`config.mk`:
```
export PLATFORM = sky130hd
export DESIGN_NAME = pdot_accum
export DESIGN_NICKNAME = d
export VERILOG_FILES = /design/src/rtl/pdot_pkg.sv /design/src/rtl/pdot_lane.sv /design/src/rtl/pdot_tree.sv /design/src/rtl/pdot_core.sv /design/src/rtl/pdot_accum.sv
export SDC_FILE = /design/constraint.sdc
export NUM_CORES = 1
export LEC_CHECK = 0
export BUFFER_PORTS_ARGS = -buffer_cell sky130_fd_sc_hd__clkbuf_2
export CORE_MARGIN = 5
export CORE_UTILIZATION = 64
export CTS_BUF_LIST = sky130_fd_sc_hd__clkbuf_4 sky130_fd_sc_hd__clkbuf_8 sky130_fd_sc_hd__clkbuf_16
export CTS_CLUSTER_SIZE = 16
export DETAILED_ROUTE_END_ITERATION = 12
export GPL_TIMING_DRIVEN = 0
export HOLD_SLACK_MARGIN = 0.05
export PLACE_DENSITY = 0.86
export SLEW_MARGIN = 0
export SYNTH_ARGS = -nofsm -noshare
export SYNTH_HDL_FRONTEND = slang
export SYNTH_SLANG_ARGS = --single-unit
```
`constraint.sdc`:
```
create_clock -name clk -period 12.4 [get_ports clk]
set_input_delay 1.24 -clock clk [delete_from_list [all_inputs] [get_ports clk]]
set_output_delay 1.24 -clock clk [all_outputs]
set_load 0.005 [all_outputs]
```
`src/rtl/pdot_pkg.sv`:
```
package pdot_pkg;
  localparam int LANES_DEF = 4;
  localparam int DW_DEF    = 8;
  localparam int ACC_W_DEF = 32;
  localparam int CNT_W_DEF = 16;

  // Signed add overflow: operands agree in sign, result disagrees.
  function automatic logic add_ovf(input logic a_msb, input logic b_msb, input logic s_msb);
    return (a_msb == b_msb) && (s_msb != a_msb);
  endfunction
endpackage

```
`src/rtl/pdot_lane.sv`:
```
module pdot_lane #(
  parameter int DW = 8,
  parameter int PW = 2 * DW + 1
) (
  input  logic                 [DW-1:0] act,
  input  logic                 [DW-1:0] wgt,
  output logic signed          [PW-1:0] prod,
  output logic                          idle
);
  logic signed [PW-1:0] act_x;
  logic signed [PW-1:0] wgt_x;

  assign idle = (act == '0) || (wgt == '0);

  always_comb begin
    act_x = {{(PW-DW){1'b0}}, act};
    wgt_x = {{(PW-DW){wgt[DW-1]}}, wgt};
    if (idle) prod = '0;
    else      prod = act_x * wgt_x;
  end
endmodule

```
`src/rtl/pdot_tree.sv`:
```
module pdot_tree #(
  parameter int LANES = 4,
  parameter int PW    = 17,
  parameter int SW    = PW + $clog2(LANES)
) (
  input  logic signed [PW-1:0] prods [LANES],
  input  logic        [LANES-1:0] idle,
  output logic signed [SW-1:0] sum,
  output logic                 all_idle
);
  always_comb begin
    sum = '0;
    for (int k = 0; k < LANES; k++) sum = sum + SW'(prods[k]);
  end

  assign all_idle = &idle;
endmodule

```
`src/rtl/pdot_core.sv`:
```
module pdot_core
  import pdot_pkg::*;
#(
  parameter int SW    = 19,
  parameter int ACC_W = 32,
  parameter int CNT_W = 16
) (
  input  logic                    clk,
  input  logic                    rst,
  input  logic                    start,
  input  logic                    in_valid,
  input  logic                    in_last,
  input  logic signed [SW-1:0]    beat_sum,
  input  logic                    beat_idle,
  input  logic                    res_ready,
  output logic                    in_ready,
  output logic                    res_valid,
  output logic signed [ACC_W-1:0] acc,
  output logic        [CNT_W-1:0] skips,
  output logic                    ovf
);
  localparam logic [CNT_W-1:0] CNT_MAX = '1;
  localparam int               MSB     = ACC_W - 1;

  logic                    fire;
  logic signed [ACC_W-1:0] base;
  logic signed [ACC_W-1:0] addend;
  logic signed [ACC_W-1:0] nxt;
  logic                    step_ovf;
  logic        [CNT_W-1:0] skip_base;

  assign in_ready = !res_valid;
  assign fire     = in_valid && in_ready;

  always_comb begin
    base      = start ? '0 : acc;
    skip_base = start ? '0 : skips;
    addend    = ACC_W'(beat_sum);
    nxt       = beat_idle ? base : base + addend;
    step_ovf  = !beat_idle && add_ovf(base[MSB], addend[MSB], nxt[MSB]);
  end

  always_ff @(posedge clk) begin
    if (rst) begin
      acc       <= '0;
      skips     <= '0;
      ovf       <= 1'b0;
      res_valid <= 1'b0;
    end else begin
      if (fire) begin
        acc <= nxt;
        ovf <= (start ? 1'b0 : ovf) | step_ovf;
        if (beat_idle && skip_base != CNT_MAX) skips <= skip_base + 1'b1;
        else                                   skips <= skip_base;
      end
      if (fire && in_last)            res_valid <= 1'b1;
      else if (res_valid && res_ready) res_valid <= 1'b0;
    end
  end

  AST_VALID_AFTER_LAST: assert property (@(posedge clk) disable iff (rst)
    (in_valid && in_ready && in_last) |=> res_valid);
  AST_RESULT_HELD: assert property (@(posedge clk) disable iff (rst)
    (res_valid && !res_ready) |=> (res_valid && $stable(acc)));
  AST_NO_TAKE_WHILE_PENDING: assert property (@(posedge clk) disable iff (rst)
    (res_valid && !res_ready) |=> ($stable(skips) && $stable(ovf)));
  AST_SKIP_KEEPS_SUM: assert property (@(posedge clk) disable iff (rst)
    (fire && !start && beat_idle) |=> (acc == $past(acc)));
  AST_START_CLEARS: assert property (@(posedge clk) disable iff (rst)
    (fire && start && beat_idle) |=> (acc == '0 && skips == 1 && !ovf));
  AST_SKIP_SATURATES: assert property (@(posedge clk) disable iff (rst)
    (skips == CNT_MAX && !(fire && start)) |=> (skips == CNT_MAX));
  AST_OVF_STICKY: assert property (@(posedge clk) disable iff (rst)
    (ovf && !(fire && start)) |=> ovf);
endmodule

```
`src/rtl/pdot_accum.sv`:
```
module pdot_accum
  import pdot_pkg::*;
#(
  parameter int LANES = LANES_DEF,
  parameter int DW    = DW_DEF,
  parameter int ACC_W = ACC_W_DEF,
  parameter int CNT_W = CNT_W_DEF
) (
  input  logic                  clk,
  input  logic                  rst,
  input  logic                  start,
  input  logic                  in_valid,
  output logic                  in_ready,
  input  logic                  in_last,
  input  logic [LANES*DW-1:0]   in_act,
  input  logic [LANES*DW-1:0]   in_wgt,
  output logic                  res_valid,
  input  logic                  res_ready,
  output logic [ACC_W-1:0]      res_sum,
  output logic [CNT_W-1:0]      res_skips,
  output logic                  res_ovf
);
  localparam int PW = 2 * DW + 1;
  localparam int SW = PW + $clog2(LANES);

  logic signed [PW-1:0]    prods [LANES];
  logic        [LANES-1:0] lane_idle;
  logic signed [SW-1:0]    beat_sum;
  logic                    beat_idle;
  logic signed [ACC_W-1:0] acc;

  for (genvar k = 0; k < LANES; k++) begin : g_lane
    pdot_lane #(.DW(DW), .PW(PW)) lane_i (
      .act  (in_act[k*DW +: DW]),
      .wgt  (in_wgt[k*DW +: DW]),
      .prod (prods[k]),
      .idle (lane_idle[k])
    );
  end

  pdot_tree #(.LANES(LANES), .PW(PW), .SW(SW)) tree_i (
    .prods    (prods),
    .idle     (lane_idle),
    .sum      (beat_sum),
    .all_idle (beat_idle)
  );

  pdot_core #(.SW(SW), .ACC_W(ACC_W), .CNT_W(CNT_W)) core_i (
    .clk       (clk),
    .rst       (rst),
    .start     (start),
    .in_valid  (in_valid),
    .in_last   (in_last),
    .beat_sum  (beat_sum),
    .beat_idle (beat_idle),
    .res_ready (res_ready),
    .in_ready  (in_ready),
    .res_valid (res_valid),
    .acc       (acc),
    .skips     (res_skips),
    .ovf       (res_ovf)
  );

  assign res_sum = acc;

  AST_READY_FOLLOWS_RESULT: assert property (@(posedge clk) disable iff (rst)
    $rose(res_valid) |-> !in_ready);
endmodule

```
==> impl_metrics.ini, run 1 <==
[placed_design]
numPortBuffers = 107
dp_hpwl_mm = 29.3
dp_cells = 2203
gp_congestion = 0.946

[global_route]
grt_pass1_vias = 12900
antenna_found_initial = 0
grt_start_max_net_pins = 19
grt_pass1_wl_mm = 60.0
grt.total_usage_pct = 27.3
grt-ovfl-total = 0

[floorplan]
fp.dieArea_um2 = 25900
fp.dieH_um = 161
core_region_area_um2 = 22500
die_width_um = 161
start_util_pct = 64.8
row_count = 55
pin_count = 121

[clock_network]
ctsHoldBuffers = 0
cts_setup_buffers = 0
clkLatencyLatePin_ns = 0.30
htree_levels = 2
cts_root_buffer = clkbuf_16
cts_sinks = 50
cts_tree = done
clockBufferDepth = 2
cts.repair.resized = 0
cts.reportedPaths.clkPinSlew_ns = 0.07
cts_made_buffers = 5

[final_layout]
nFillCells = 1793
ff_latch_area_um2 = 1000
drive_gt1_share_pct = 7.17
nNetsFinal = 2394
area_growth_pct = 7.27
final_cell_count_no_fill = 2211
multiInputGateArea_um2 = 12200
antenna_cells = 0

[setup_path]
worstPathArrival_ns = 11.09
required_ns = 12.63
endpoint_kind = flip-flop
max_stage_delay_ns = 0.55
critPathMaxFanout = 14
cp_slowest_cell = fa_1
setup.worst_path.start_class = primary input
criticalPathCategory = in2reg

[sta]
max_freq_mhz = 92.1
setup_tns_ns = 0
period_needed_ns = 10.86
setup_viol = 0
finClkSkew_ns = 0.00534
hold_viol = 0
worst_pin_slew_ns = 0.963
post-route-period-util_pct = 87.6
slew_viol_final = 0
rsz0062_at_grt = no
relSlewSlack_pct = 35.8

[yosys]
synthFlopType = dfxtp_1
syn_area_per_cell_um2 = 8.06
synth_nets = 2279
syn_inst = 1810
synth_enable_flop_cells = 0
synth_cell_types = 70
synthArstFlopShare_pct = 0
ys_seq_area_share_pct = 6.87
synth_seq_cells = 50
netlist_area_um2 = 14600
synth_warnings = 0

[routing]
drtIter0Drc = 918
avgRoutedWirePerCell_um = 15.9
ant_nets = 0
vias = 12700
viasPerCell = 5.76
postRouteWirelength_mm = 35.1
dr.pass1.iters = 6
drc = 0

[flow_run]
maxCapViolations = 0

[worst_hold_path]
hold_class = reg2reg

[outcome]
status = finished, final reports clean
-- worst max-delay path, delay by kind of cell --
| kind | cells | cell delay (ns) |
|---|---|---|
| simple gates | 7 | 1.00 |
| mux | 1 | 0.34 |
| buf+inv | 6 | 0.76 |
| xor+xnor | 1 | 0.28 |
| compound gates | 16 | 3.33 |
| fa+ha+maj | 9 | 4.15 |
-- metal layers --
layer  share of wire (%)  vias to the layer above  GRT usage, %
li1                    -                     6050             -
met1                  41                     6111          34.8
met2                  50                      467          48.9
met3                 6.0                       97          2.64
met4                 3.0                        0          8.80
met5                   0                        -             0
-- path summary, 6_finish.rpt --
check	slack (ns)	to	cells past startpoint	start
max	1.54	core_i.acc[31]	40	in_act[7]
max reg2reg	8.49	core_i.acc[28]	14	core_i.acc[0]
min	0.46	core_i.ovf	2	core_i.ovf
min reg2reg	0.46	core_i.ovf	2	core_i.ovf
-- cell usage in the layout (no fill, tap or decap), drive strengths merged, types with 8 or more instances in the layout --
| cell type | Yosys | final |
|---|---|---|
| clkbuf | 39 | 151 |
| o21a | 8 | 8 |
| a22oi | 27 | 27 |
| xnor2 | 68 | 68 |
| and2 | 167 | 167 |
| o21ai | 38 | 38 |
| ha | 215 | 215 |
| nor2b | 37 | 37 |
| inv | 328 | 329 |
| a21o | 20 | 20 |
| o21bai | 28 | 28 |
| a211oi | 12 | 12 |
| nand3 | 17 | 17 |
| nor2 | 126 | 126 |
| nor4 | 20 | 20 |
| nor3 | 16 | 16 |
| nand2b | 26 | 26 |
| dfxtp | 50 | 50 |
| xor2 | 25 | 25 |
| nand2 | 182 | 182 |
| a21oi | 96 | 96 |
| fa | 184 | 184 |
-- registers in the layout, indices dropped and copies added, names as in the netlist --
register and flops:
core_i.acc 32, core_i.res_valid 1, core_i.ovf 1, core_i.skips 16
-- synth_stat cells (4+ instances only) --
cell type | n | share of area [%]
inv_1 | 326 | 8.4
xnor2_1 | 68 | 4.1
nand2b_1 | 26 | 1.1
nand3_1 | 17 | 0.58
nor4_1 | 20 | 0.86
xor2_1 | 25 | 1.5
o21a_1 | 8 | 0.41
and2_1 | 167 | 7.2
o21bai_1 | 28 | 1.4
a211o_1 | 4 | 0.24
a21o_1 | 20 | 1.0
and3_1 | 7 | 0.30
ha_1 | 215 | 18
a22oi_1 | 27 | 1.4
clkbuf_1 | 39 | 1.0
nand2_1 | 182 | 4.7
fa_1 | 184 | 25
a31oi_1 | 5 | 0.21
dfxtp_1 | 50 | 6.9
or4_1 | 4 | 0.21
nor3_1 | 15 | 0.51
nor2b_1 | 37 | 1.6
nor2_1 | 126 | 3.2
nand4_1 | 5 | 0.21
a21oi_1 | 94 | 3.2
a211oi_1 | 11 | 0.57
o21ai_0 | 36 | 1.2
-- per-stage QoR --
step           hold slack, ns  setup slack, ns  instance area (µm²)  utilization (%)
2_1_floorplan           0.449             2.51                14600                -
3_3_place_gp            0.443             1.48                15500             68.8
3_5_place_dp            0.447             1.36                15500             68.8
4_1_cts                 0.464             1.63                15600             69.5
5_1_grt                 0.514            0.969                15600             69.5
6_report                0.459             1.54                15600             69.5
-- cells by family after synthesis --
logic type | after synthesis | share of synthesized area, %
simple gates | 623 | 21.5
fa+ha+maj | 400 | 43.8
buf+inv | 371 | 9.61
compound gates | 269 | 12.3
xor+xnor | 93 | 5.59
flops | 50 | 6.87
mux | 4 | 0.309
-- cell type report --
type,count,share of cell area (%)
buffer,43,1.09
clock inverter,3,0.184
timing repair buffer,108,3.47
multi-input combinational,1389,77.9
clock buffer,5,0.800
inverter,328,7.87
sequential,50,6.40
tap,285,2.28
Power of run 1 is not shown: default switching activity piles up to over one toggle a cycle in this logic, so the estimate is an artifact.
==> run 2: changes to the inputs <==
--- a/config.mk
+++ b/config.mk
@@ -13,7 +13,7 @@
 export DETAILED_ROUTE_END_ITERATION = 12
 export GPL_TIMING_DRIVEN = 0
 export HOLD_SLACK_MARGIN = 0.05
-export PLACE_DENSITY = 0.86
+export PLACE_DENSITY = 0.9
 export SLEW_MARGIN = 0
 export SYNTH_ARGS = -nofsm -noshare
 export SYNTH_HDL_FRONTEND = slang
==> impl_metrics.ini, run 2 (synthesized netlist as in run 1, its figures left out) <==
[placed_design]
place_area_um2 = 15500
gp_congestion = 0.965
dp_hpwl_mm = 30.0
numPortBuffers = 107
dp_cells = 2203

[routing]
drtIter0Drc = 1165
postRouteWirelength_mm = 35.8
avgRoutedWirePerCell_um = 16.2
drc = 0
viasPerCell = 5.81
vias = 12800
dr.pass1.iters = 6
ant_nets = 0

[floorplan]
die_width_um = 161
pin_count = 121
fp.dieArea_um2 = 25900
row_count = 55
start_util_pct = 64.8
core_region_area_um2 = 22500
fp.dieH_um = 161

[setup_path]
crit_path_frequent_cell = a21oi_1
criticalPathCategory = in2reg
worstPathArrival_ns = 11.02
required_ns = 12.63
endpoint_kind = flip-flop
path_buf_inv = 7
critPathMaxFanout = 14
cpLargestDelayFamily = adder cells
max_stage_delay_ns = 0.57
cp_slowest_cell = fa_1
setup.worst_path.start_class = primary input

[final_layout]
drive_gt1_share_pct = 7.17
largest_register_ffs = 32
area_growth_pct = 7.28
final_cell_count_no_fill = 2211
final_common_cell = inv_1
nFillCells = 1714
layout_common_cells = 326 x inv_1, 215 x ha_1, 184 x fa_1
top_regs = core_i.acc: 32 flops, core_i.skips: 16 flops
antenna_cells = 0
finalInstanceArea_um2 = 15600
top_register = core_i.acc
nNetsFinal = 2394

[clock_network]
htree_levels = 2
cts_root_buffer = clkbuf_16
cts_setup_buffers = 0
cts_made_buffers = 5
clkLatencyLatePin_ns = 0.30
cts_sinks = 50
clockBufferDepth = 2
ctsHoldBuffers = 0
cts_tree = done
cts.reportedPaths.clkPinSlew_ns = 0.07
cts.repair.resized = 0

[global_route]
grt_pass1_vias = 13300
antenna_found_initial = 0
grt.total_usage_pct = 27.8
grt_start_max_net_pins = 17
grt_pass1_wl_mm = 60.9
grt-ovfl-total = 0

[sta]
setup_viol = 0
max_freq_mhz = 92.7
worst_pin_slew_ns = 0.946
setup_tns_ns = 0
hold_viol = 0
rsz0062_at_grt = no
holdWs_ns = 0.464
post-route-period-util_pct = 87.0
slew_viol_final = 0
period_needed_ns = 10.79
relSlewSlack_pct = 36.9
finClkSkew_ns = 0.00529

[outcome]
status = finished, final reports clean

[worst_hold_path]
hold_class = reg2reg

[flow_run]
maxCapViolations = 0
[run 2: through the flow]
stage | util (%) | worst slack (ns)
after floorplan | - | 2.51
after global placement | 68.8 | 1.56
after detailed placement | 68.8 | 1.36
after CTS | 69.5 | 1.63
after global routing | 69.5 | 0.999
final | 69.5 | 1.61
[run 2: final timing paths]
kind | start | depth (start not counted) | endpoint | slack, ns
hold / removal | core_i.ovf | 2 | core_i.ovf | 0.46
setup / recovery | in_act[12] | 43 | core_i.acc[31] | 1.61
setup reg to reg | core_i.acc[0] | 13 | core_i.acc[28] | 8.57
hold reg to reg | core_i.ovf | 2 | core_i.ovf | 0.46
[run 2: cell type report]
cell class / count / area [µm²] / area share (%)
Clock buffer: 6 / 139 / 0.888
Clock inverter: 2 / 16.3 / 0.104
Timing Repair Buffer: 108 / 543 / 3.47
Inverter: 328 / 1230 / 7.87
Multi-Input combinational cell: 1389 / 12200 / 77.9
Sequential cell: 50 / 1000 / 6.40
Buffer: 43 / 170 / 1.09
Tap cell: 285 / 357 / 2.28
[run 2: worst reg2reg max path, cell delays in order, from the launching register on]
cell       delay [ns]
dfxtp_1          0.33
nor2b_1          0.13
ha_1             0.25
fa_1             0.41
a21o_1           0.21
a2111oi_2        0.41
o21a_1           0.27
o2111ai_1        0.16
a21oi_1          0.20
nor2_1           0.08
a221oi_2         0.40
o211ai_2         0.20
maj3_2           0.37
a221o_1          0.31
[run 2: layer usage]
metal | share of wire, % | GRT usage (%) | vias up
met2 | 49 | 49.9 | 571
li1 | - | - | 6034
met1 | 40 | 34.9 | 6138
met5 | 0 | 0 | -
met4 | 3.9 | 10.3 | 0
met3 | 6.9 | 2.41 | 101
Power of run 2 is left out for the same reason.
